==> src/rtl/calTimePkg.sv <==
package calTimePkg;
  localparam int ADDR_W = 7;

  localparam logic [ADDR_W-1:0] ADDR_SEC   = 7'h00;
  localparam logic [ADDR_W-1:0] ADDR_MIN   = 7'h02;
  localparam logic [ADDR_W-1:0] ADDR_HOUR  = 7'h04;
  localparam logic [ADDR_W-1:0] ADDR_WDAY  = 7'h06;
  localparam logic [ADDR_W-1:0] ADDR_MDAY  = 7'h07;
  localparam logic [ADDR_W-1:0] ADDR_MON   = 7'h08;
  localparam logic [ADDR_W-1:0] ADDR_YEAR  = 7'h09;
  localparam logic [ADDR_W-1:0] ADDR_STAT  = 7'h0A;
  localparam logic [ADDR_W-1:0] ADDR_MODE  = 7'h0B;
  localparam logic [ADDR_W-1:0] ADDR_CENT  = 7'h48;

  // Strobes from control to datapath
  typedef struct packed {
    logic applyStep;
  } calStrobeT;

  // Bus byte to binary count
  function automatic logic [6:0] fromReg(input logic [7:0] b, input logic bin);
    return bin ? b[6:0] : (7'(b[7:4]) * 7'd10 + 7'(b[3:0]));
  endfunction

  // Binary count to bus byte
  function automatic logic [7:0] toReg(input logic [6:0] v, input logic bin);
    return bin ? {1'b0, v} : {4'(v / 7'd10), 4'(v % 7'd10)};
  endfunction

  function automatic logic [4:0] daysIn(input logic [3:0] mon, input logic [6:0] yr);
    case (mon)
      4'd2: return (yr[1:0] == 2'b00) ? 5'd29 : 5'd28;
      4'd4, 4'd6, 4'd9, 4'd11: return 5'd30;
      default: return 5'd31;
    endcase
  endfunction
endpackage

==> src/rtl/calCtrl.sv <==
module calCtrl
  import calTimePkg::*;
#(
  parameter int UIP_CYCLES = 4
) (
  input  logic      clk,
  input  logic      rstN,
  input  logic      secTick,
  input  logic      hold,
  output calStrobeT strobe,
  output logic      uip,
  output logic      endPulse
);
  localparam int CNT_W = $clog2(UIP_CYCLES + 1);
  localparam logic [CNT_W-1:0] CNT_LOAD = CNT_W'(UIP_CYCLES - 1);

  logic             busy;
  logic [CNT_W-1:0] cnt;

  always_ff @(posedge clk) begin
    if (!rstN) begin
      busy     <= 1'b0;
      cnt      <= '0;
      endPulse <= 1'b0;
    end else begin
      endPulse <= 1'b0;
      if (hold) begin
        busy <= 1'b0;
      end else if (busy) begin
        if (cnt == '0) begin
          busy     <= 1'b0;
          endPulse <= 1'b1;
        end else begin
          cnt <= cnt - 1'b1;
        end
      end else if (secTick) begin
        busy <= 1'b1;
        cnt  <= CNT_LOAD;
      end
    end
  end

  always_comb begin
    strobe.applyStep = busy && (cnt == '0) && !hold;
    uip              = busy;
  end


  end_single_chk: assert property (@(posedge clk) disable iff (!rstN)
    endPulse |=> !endPulse);


  end_after_uip_chk: assert property (@(posedge clk) disable iff (!rstN)
    endPulse |-> (!uip && $past(uip)));


  hold_blocks_chk: assert property (@(posedge clk) disable iff (!rstN)
    hold |=> !uip);


  tick_starts_chk: assert property (@(posedge clk) disable iff (!rstN)
    (secTick && !uip && !hold) |=> uip);
endmodule

==> src/rtl/calData.sv <==
module calData
  import calTimePkg::*;
#(
  parameter int CENTURY_RST = 20
) (
  input  logic              clk,
  input  logic              rstN,
  input  logic              wrEn,
  input  logic [ADDR_W-1:0] addr,
  input  logic [7:0]        wrData,
  output logic [7:0]        rdData,
  input  calStrobeT         strobe,
  input  logic              uipIn,
  output logic              hold
);
  logic [6:0] secQ, minQ, yearQ, centQ;
  logic [4:0] hourQ, mdayQ;
  logic [3:0] monQ;
  logic [2:0] wdayQ;
  logic [7:0] modeQ;

  logic binMode, h24;
  logic secWrap, minWrap, hourWrap, dayWrap, monWrap, yearWrap;
  logic [6:0] wrVal, hrRaw, hr12Base, hourWr, hourOut12;
  logic [7:0] hourRd;

  always_comb begin
    binMode  = modeQ[2];
    h24      = modeQ[1];
    hold     = modeQ[7];
    secWrap  = secQ == 7'd59;
    minWrap  = secWrap && (minQ == 7'd59);
    hourWrap = minWrap && (hourQ == 5'd23);
    dayWrap  = hourWrap && (mdayQ == daysIn(monQ, yearQ));
    monWrap  = dayWrap && (monQ == 4'd12);
    yearWrap = monWrap && (yearQ == 7'd99);

    wrVal    = fromReg(wrData, binMode);
    hrRaw    = h24 ? wrVal : fromReg({1'b0, wrData[6:0]}, binMode);
    hr12Base = (hrRaw == 7'd12) ? 7'd0 : hrRaw;
    hourWr   = h24 ? hrRaw : (hr12Base + (wrData[7] ? 7'd12 : 7'd0));

    if (hourQ == 5'd0)       hourOut12 = 7'd12;
    else if (hourQ > 5'd12)  hourOut12 = 7'(hourQ) - 7'd12;
    else                     hourOut12 = 7'(hourQ);
    hourRd = h24 ? toReg(7'(hourQ), binMode)
                 : {hourQ >= 5'd12, 7'(toReg(hourOut12, binMode))};
  end

  always_ff @(posedge clk) begin
    if (!rstN) begin
      secQ  <= '0;
      minQ  <= '0;
      hourQ <= '0;
      wdayQ <= 3'd1;
      mdayQ <= 5'd1;
      monQ  <= 4'd1;
      yearQ <= '0;
      centQ <= 7'(CENTURY_RST);
      modeQ <= 8'h02;
    end else begin
      if (strobe.applyStep) begin
        secQ <= secWrap ? 7'd0 : secQ + 7'd1;
        if (secWrap)  minQ  <= minWrap ? 7'd0 : minQ + 7'd1;
        if (minWrap)  hourQ <= hourWrap ? 5'd0 : hourQ + 5'd1;
        if (hourWrap) begin
          wdayQ <= (wdayQ == 3'd7) ? 3'd1 : wdayQ + 3'd1;
          mdayQ <= dayWrap ? 5'd1 : mdayQ + 5'd1;
        end
        if (dayWrap)  monQ  <= monWrap ? 4'd1 : monQ + 4'd1;
        if (monWrap)  yearQ <= yearWrap ? 7'd0 : yearQ + 7'd1;
        if (yearWrap) centQ <= (centQ == 7'd99) ? 7'd0 : centQ + 7'd1;
      end
      if (wrEn) begin
        case (addr)
          ADDR_SEC:  secQ  <= wrVal;
          ADDR_MIN:  minQ  <= wrVal;
          ADDR_HOUR: hourQ <= 5'(hourWr);
          ADDR_WDAY: wdayQ <= 3'(wrVal);
          ADDR_MDAY: mdayQ <= 5'(wrVal);
          ADDR_MON:  monQ  <= 4'(wrVal);
          ADDR_YEAR: yearQ <= wrVal;
          ADDR_CENT: centQ <= wrVal;
          ADDR_MODE: modeQ <= wrData;
          default: ;
        endcase
      end
    end
  end

  always_comb begin
    case (addr)
      ADDR_SEC:  rdData = toReg(secQ, binMode);
      ADDR_MIN:  rdData = toReg(minQ, binMode);
      ADDR_HOUR: rdData = hourRd;
      ADDR_WDAY: rdData = toReg(7'(wdayQ), binMode);
      ADDR_MDAY: rdData = toReg(7'(mdayQ), binMode);
      ADDR_MON:  rdData = toReg(7'(monQ), binMode);
      ADDR_YEAR: rdData = toReg(yearQ, binMode);
      ADDR_CENT: rdData = toReg(centQ, binMode);
      ADDR_STAT: rdData = {uipIn, 7'd0};
      ADDR_MODE: rdData = modeQ;
      default:   rdData = 8'h00;
    endcase
  end


  time_range_chk: assert property (@(posedge clk) disable iff (!rstN)
    (secQ <= 7'd59) && (minQ <= 7'd59) && (hourQ <= 5'd23) &&
    (wdayQ >= 3'd1) && (mdayQ >= 5'd1) && (mdayQ <= 5'd31));


  date_range_chk: assert property (@(posedge clk) disable iff (!rstN)
    (monQ >= 4'd1) && (monQ <= 4'd12) && (yearQ <= 7'd99) && (centQ <= 7'd99));


  sec_frozen_chk: assert property (@(posedge clk) disable iff (!rstN)
    (!strobe.applyStep && !wrEn) |=> $stable(secQ));
endmodule

==> src/rtl/calTimeCounter.sv <==
module calTimeCounter
  import calTimePkg::*;
#(
  parameter int UIP_CYCLES  = 4,
  parameter int CENTURY_RST = 20
) (
  input  logic              clk,
  input  logic              rstN,
  input  logic              secTick,
  input  logic              busWrEn,
  input  logic [ADDR_W-1:0] busAddr,
  input  logic [7:0]        busWrData,
  output logic [7:0]        busRdData,
  output logic              updInProg,
  output logic              updEnded
);
  calStrobeT strobe;
  logic      hold;

  calCtrl #(.UIP_CYCLES(UIP_CYCLES)) u_ctrl (
    .clk      (clk),
    .rstN     (rstN),
    .secTick  (secTick),
    .hold     (hold),
    .strobe   (strobe),
    .uip      (updInProg),
    .endPulse (updEnded)
  );

  calData #(.CENTURY_RST(CENTURY_RST)) u_data (
    .clk    (clk),
    .rstN   (rstN),
    .wrEn   (busWrEn),
    .addr   (busAddr),
    .wrData (busWrData),
    .rdData (busRdData),
    .strobe (strobe),
    .uipIn  (updInProg),
    .hold   (hold)
  );
endmodule

==> config.mk <==
export PLATFORM = sky130hd
export DESIGN_NAME = calTimeCounter
export DESIGN_NICKNAME = d
export VERILOG_FILES = /design/src/rtl/calTimePkg.sv /design/src/rtl/calCtrl.sv /design/src/rtl/calData.sv /design/src/rtl/calTimeCounter.sv
export SDC_FILE = /design/constraint.sdc
export NUM_CORES = 1
export LEC_CHECK = 0
export BUFFER_PORTS_ARGS = -buffer_cell sky130_fd_sc_hd__buf_2
export CAP_MARGIN = 20
export CELL_PAD_IN_SITES_DETAIL_PLACEMENT = 1
export CELL_PAD_IN_SITES_GLOBAL_PLACEMENT = 1
export CORE_MARGIN = 10
export CORE_UTILIZATION = 31
export CTS_CLUSTER_DIAMETER = 60
export DETAILED_ROUTE_END_ITERATION = 10
export PLACE_DENSITY = 0.56
export SLEW_MARGIN = 20
export SYNTH_ARGS = -nofsm -noshare
export SYNTH_HDL_FRONTEND = slang
export SYNTH_SLANG_ARGS = --single-unit
==> constraint.sdc <==
create_clock -name clk -period 5.6 [get_ports clk]
set_input_delay 1.4 -clock clk [delete_from_list [all_inputs] [get_ports clk]]
set_output_delay 1.4 -clock clk [all_outputs]
set_load 0.02 [all_outputs]
==> results.cfg, run 1 <==
[clock_network]
clock_sinks = 58
cts.reportedPaths.clkPinSlew_ns = 0.06
post_cts_buffers = 0
clockBufferDepth = 2
cts_max_level = 3
hold_buffers = 0
cts_tree = yes
cts_root_buf = clkbuf_16
worstSkewPairLatency_ns = 0.35
cts-buffers-inserted = 9

[setup_path]
startpoint_type = flop
cp-end-kind = primary output
path_class = flop to primary output
cp.required_ns = 4.20
worst_ep_arrival_time_ns = 3.99
path_max_fanout = 9

[synthesis]
yosysTopAreaCell = dfxtp_1
synth.ff_latch_count = 58
synth_cells = 1013
synth-edff-count = 0
synth_top_family_by_area = compound AO/OA/AOI/OAI gates
yosys.area_share.simple = 0.2788
synth.cell_area_sq_um = 7146
synth_top_area_frac = 0.1625
synthTopCellsByCount = nand2_1, nor2_1, a21oi_1
synthFlopType = dfxtp_1
synth_fp_nets = 1093
yosysMostFrequentCell = nand2_1
synthXorXnorAreaFrac = 0.04780
muxShareOfSynthArea = 0.04080
yosys-top-cells-area = dfxtp_1, ha_1, a21oi_1, o21ai_0, nand2_1
synth.avg_cell_area_sq_um = 7.054
synth-compound-area-share = 0.2905
synth_fa_ha_area_frac = 0.1114
ys_warn_count = 0
synth_cell_types = 77
synth_seq_area_share = 0.1625
synthArstFlopShare = 0

[timing]
post-route-min-period_ns = 5.390
tightest_slew_ns = 0.8450
finalHoldViolCount = 0
whs_ns = 0.4566
maxSlewHeadroom = 0.4366
timing.fmax_mhz = 185.5
setup_viol = 0
skew_ns = 0.007322
drv_slew = 0
period_share = 0.9626

[detailed_routing]
routed_wirelength_mm = 28.81
dr.pass1.iters = 7
wl_met1_mm = 14.04
top_layer = met4
drt_iter0_markers = 650
dr_wl_met2_mm = 12.88
route.met3.wl_mm = 1.038
routed_via_density = 5.951
drcViolationCount = 0
postRouteAntennaNets = 0
vias = 7724
routedWlPerCell_um = 22.19

[die]
die_y_um = 171.8
floorplan.rows = 55
core_sq_um = 22640
die_w_um = 171.8
io_pins = 29
start_util = 0.3156
die_area_sq_um = 29520

[flow_run]
cap_violations = 0

[final_layout]
area_growth_pct = 11.07
antennaDiodeCount = 0
fill_cells = 2802
fin_cells = 1298
nNetsFinal = 1088
final_core_util = 0.3505
drive_gt1_frac = 0.1175

[min_path]
min_path_type = flop to flop

[power_and_ir_drop]
p_leak_nw = 2.969
ir_drop_mv = 0.1370
power_density_nw_per_um2 = 157.1

[global_route]
grt_max_degree = 36
grt_overflow_total = 0
grt_antenna_before_repair = 0
grt_pass1_vias = 7549
grt_pass1_wl_mm = 44.58
track_usage = 0.1949

[placement]
port_buffers = 28
gp_congestion = 0.8745
dp_hpwl_mm = 21.81
dp_cells = 1282

[status]
status = complete, no violations
[cell usage in the layout (no fill, tap or decap), types with 14 or more instances in the layout]
| master | count |
|---|---|
| nand2b_1 | 17 |
| a31oi_1 | 19 |
| nor3_1 | 19 |
| o211ai_1 | 14 |
| and3_1 | 17 |
| xor2_1 | 14 |
| mux2i_1 | 19 |
| nor2_1 | 84 |
| o21ai_0 | 69 |
| xnor2_1 | 23 |
| a21oi_1 | 76 |
| dfxtp_1 | 53 |
| buf_4 | 32 |
| inv_1 | 46 |
| nand2_1 | 93 |
| buf_2 | 28 |
| a211oi_1 | 24 |
| nand3_1 | 58 |
| ha_1 | 57 |
[where the power goes]
| group | switching (mW) | internal (mW) | total, mW |
|---|---|---|---|
| Clock | 0.234 | 0.357 | 0.591 |
| Sequential | 0.0113 | 0.419 | 0.430 |
| Combinational | 0.152 | 0.0727 | 0.225 |
[cell families after synthesis]
group	Yosys count
compound gates	318
fa+ha+maj	62
buf+inv	125
flops	58
xor+xnor	39
simple gates	383
mux	28
[worst max-delay path, cell delays in order (launching register included)]
cell and delay (ns):
dfxtp_1 0.55, xor2_1 0.19, o22ai_1 0.11, a31oi_2 0.27
xnor2_1 0.17, ha_2 0.32, or3b_2 0.16, o311ai_0 0.15
a222oi_1 0.39, nand3_1 0.22, nor4b_1 0.20, a311oi_1 0.26
o2111ai_1 0.15, a311o_1 0.33, buf_2 0.17
[repair_timing]
action / 4_1_cts / 5_1_grt
gates resized for setup: 1 / 13
pin swaps: 0 / 1
endpoints found under the setup margin: 1 / 3
[routing by layer]
| metal | GRT usage | up-vias |
|---|---|---|
| met5 | 0 | - |
| met4 | 0.06709 | 0 |
| met3 | 0.02796 | 43 |
| met2 | 0.3060 | 145 |
| met1 | 0.2658 | 3812 |
| li1 | - | 3724 |
[final timing paths]
kind / from / endpoint / slack (ns) / cells past startpoint
worst max-delay path: u_data.centQ[4] / busRdData[2] / 0.21 / 14
worst min-delay path: u_data.modeQ[0] / u_data.modeQ[0] / 0.46 / 2
worst max register to register: u_data.minQ[4] / u_data.centQ[2] / 1.99 / 8
worst min register to register: u_data.modeQ[0] / u_data.modeQ[0] / 0.46 / 2
[sequential cells by signal (all words and copies together) (netlist names)]
signal and count:
u_data.modeQ 8, u_data.centQ 7, u_data.minQ 7, u_data.secQ 7, u_data.yearQ 7, u_data.hourQ 5, u_data.mdayQ 5, u_data.monQ 4
u_ctrl.cnt 3, u_data.wdayQ 3, u_ctrl.endPulse 1, u_ctrl.uip 1
[cell type report]
cell class                      instances  area [sq um]  area share
Multi-Input combinational cell        830          5543      0.6984
Sequential cell                        58          1167      0.1471
Timing Repair Buffer                   60         380.4     0.04793
Tap cell                              285         356.6     0.04493
Clock buffer                           10         239.0     0.03011
Inverter                               49         183.9     0.02318
Clock inverter                          6         66.31    0.008356
[through the flow]
step / setup slack [ns] / TNS [ns] / instance area [sq um] / power (mW)
6_report: 0.2096 / 0 / 7936 / 1.246
5_1_grt: -0.005466 / -0.005466 / 7936 / 1.293
4_1_cts: 0.007811 / 0 / 7891 / 1.257
3_5_place_dp: 0.3676 / 0 / 7580 / 0.6633
3_3_place_gp: 0.4771 / 0 / 7580 / 0.6619
2_1_floorplan: 0.8012 / 0 / 7146 / 0.5564
Note: power is estimated with default switching activity, not from simulation.
==> run 2, diff against run 1 <==
--- a/config.mk
+++ b/config.mk
@@ -11,6 +11,7 @@
 export CELL_PAD_IN_SITES_GLOBAL_PLACEMENT = 1
 export CORE_MARGIN = 10
 export CORE_UTILIZATION = 31
+export CTS_BUF_LIST = sky130_fd_sc_hd__clkbuf_4 sky130_fd_sc_hd__clkbuf_8
 export CTS_CLUSTER_DIAMETER = 60
 export DETAILED_ROUTE_END_ITERATION = 10
 export PLACE_DENSITY = 0.56
==> results.cfg, run 2 (same netlist as run 1, synthesis figures left out) <==
[die]
die_w_um = 171.8
floorplan.rows = 55
die_y_um = 171.8
io_pins = 29
start_util = 0.3156
core_sq_um = 22640
die_area_sq_um = 29520

[clock_network]
post_cts_buffers = 0
cts.reportedPaths.clkPinSlew_ns = 0.08
clockBufferDepth = 2
worstSkewPairLatency_ns = 0.38
cts_max_level = 3
cts_tree = yes
cts_root_buf = clkbuf_8
clock_sinks = 58
hold_buffers = 0
cts-buffers-inserted = 9

[setup_path]
cp-end-kind = primary output
r2r_start = u_data.minQ[3]
cp.required_ns = 4.20
cpMaxStageDelayCell = dfxtp_2
worstPathCellList = inv_1 -> o21ai_0 -> a31oi_2 -> xnor2_1 -> ha_2 -> or3b_2 -> o311ai_0 -> a222oi_1 -> nand3_1 -> nor4b_1 -> a311oi_1 -> o2111ai_1 -> a311o_1 -> buf_2
crit_start = u_data.centQ[2]
r2r_slack_ns = 1.96
cp_slowest_stage_delay_ns = 0.42
path_max_fanout = 9
path_class = flop to primary output
startpoint_type = flop
worst_ep_arrival_time_ns = 4.00

[power_and_ir_drop]
power_density_nw_per_um2 = 139.0
p_leak_nw = 2.922
ir_drop_mv = 0.09327

[final_layout]
fin_cells = 1298
largest_register_ffs = 8
layout_commonest_cell = nand2_1
nNetsFinal = 1088
final_core_util = 0.3463
regMostFlops = u_data.modeQ
drive_gt1_frac = 0.1194
area_growth_pct = 9.736
final_cell_mix = nand2_1, nor2_1, a21oi_1
regArea_sq_um = 1171
multiInputGateArea_sq_um = 5545
antennaDiodeCount = 0
fill_cells = 2814

[detailed_routing]
dr.pass1.iters = 5
vias = 7710
routed_via_density = 5.940
drt_iter0_markers = 680
routed_wirelength_mm = 28.70
drcViolationCount = 0
routedWlPerCell_um = 22.11
postRouteAntennaNets = 0

[flow_run]
cap_violations = 0

[timing]
post-route-min-period_ns = 5.402
timing.fmax_mhz = 185.1
finalHoldViolCount = 0
maxSlewHeadroom = 0.4327
tightest_slew_ns = 0.8510
setup_viol = 0
skew_ns = 0.01405
period_share = 0.9647
drv_slew = 0

[global_route]
grt_max_degree = 36
track_usage = 0.1946
grt_pass1_vias = 7517
grt_overflow_total = 0
grt_pass1_wl_mm = 44.43
grt_antenna_before_repair = 0

[placement]
dp_hpwl_mm = 21.81
port_buffers = 28
dp_cells = 1282
gp_congestion = 0.8745

[status]
status = complete, no violations

[min_path]
hold_start = u_data.modeQ[0]
min_path_type = flop to flop
==> run 2: metal layers <==
| metal | GRT usage | part of all wire | vias up |
|---|---|---|---|
| li1 | - | - | 3723 |
| met1 | 0.2653 | 0.48 | 3801 |
| met2 | 0.3087 | 0.45 | 150 |
| met3 | 0.02796 | 0.038 | 36 |
| met4 | 0.06072 | 0.025 | 0 |
| met5 | 0 | 0 | - |
==> run 2: worst max-delay path, delay by kind of cell, from the launching register on <==
family,cells,cell delay [ns]
AOI/OAI and AO/OA,7,1.80
xor gates and xnor gates,1,0.18
adders and majority gates,1,0.30
buffers and inverters,2,0.34
DFF,1,0.42
and+or+nand+nor,3,0.58
==> run 2: worst paths after layout <==
check / endpoint / depth (start not counted)
worst max-delay path: busRdData[2] / 14
worst min-delay path: u_data.modeQ[0] / 2
worst max register to register: u_data.centQ[2] / 8
worst min register to register: u_data.modeQ[0] / 2
==> run 2: what timing repair did <==
item,4_1_cts,5_1_grt
pin swaps,0,2
setup endpoints to repair,1,4
gates resized for setup,1,15
==> run 2: power by group <==
group          total [mW]  internal (mW)  switching (mW)  leakage (nW)
sequential          0.429          0.418          0.0113         0.471
combinational       0.226         0.0727           0.153          2.36
clock               0.435          0.217           0.218        0.0945
==> run 2: per-stage QoR <==
| stage | hold WS [ns] | setup TNS, ns | worst slack, ns | power [mW] | instance area [sq um] |
|---|---|---|---|---|---|
| after global routing | 0.5049 | -0.02131 | -0.02131 | 1.132 | 7841 |
| after global placement | 0.4465 | 0 | 0.4771 | 0.6619 | 7580 |
| after CTS | 0.4623 | 0 | 0.004826 | 1.100 | 7789 |
| after detailed placement | 0.4518 | 0 | 0.3676 | 0.6633 | 7580 |
| final | 0.4602 | 0 | 0.1978 | 1.090 | 7841 |
| after floorplan | 0.4360 | 0 | 0.8012 | 0.5564 | 7146 |
==> run 2: layout make-up <==
cell class | instances | share of cell area
tap | 285 | 0.04548
sequential | 58 | 0.1494
clock buffer | 10 | 0.01755
multi-input combinational | 830 | 0.7072
inverter | 49 | 0.02346
clock inverter | 6 | 0.008457
timing repair buffer | 60 | 0.04851
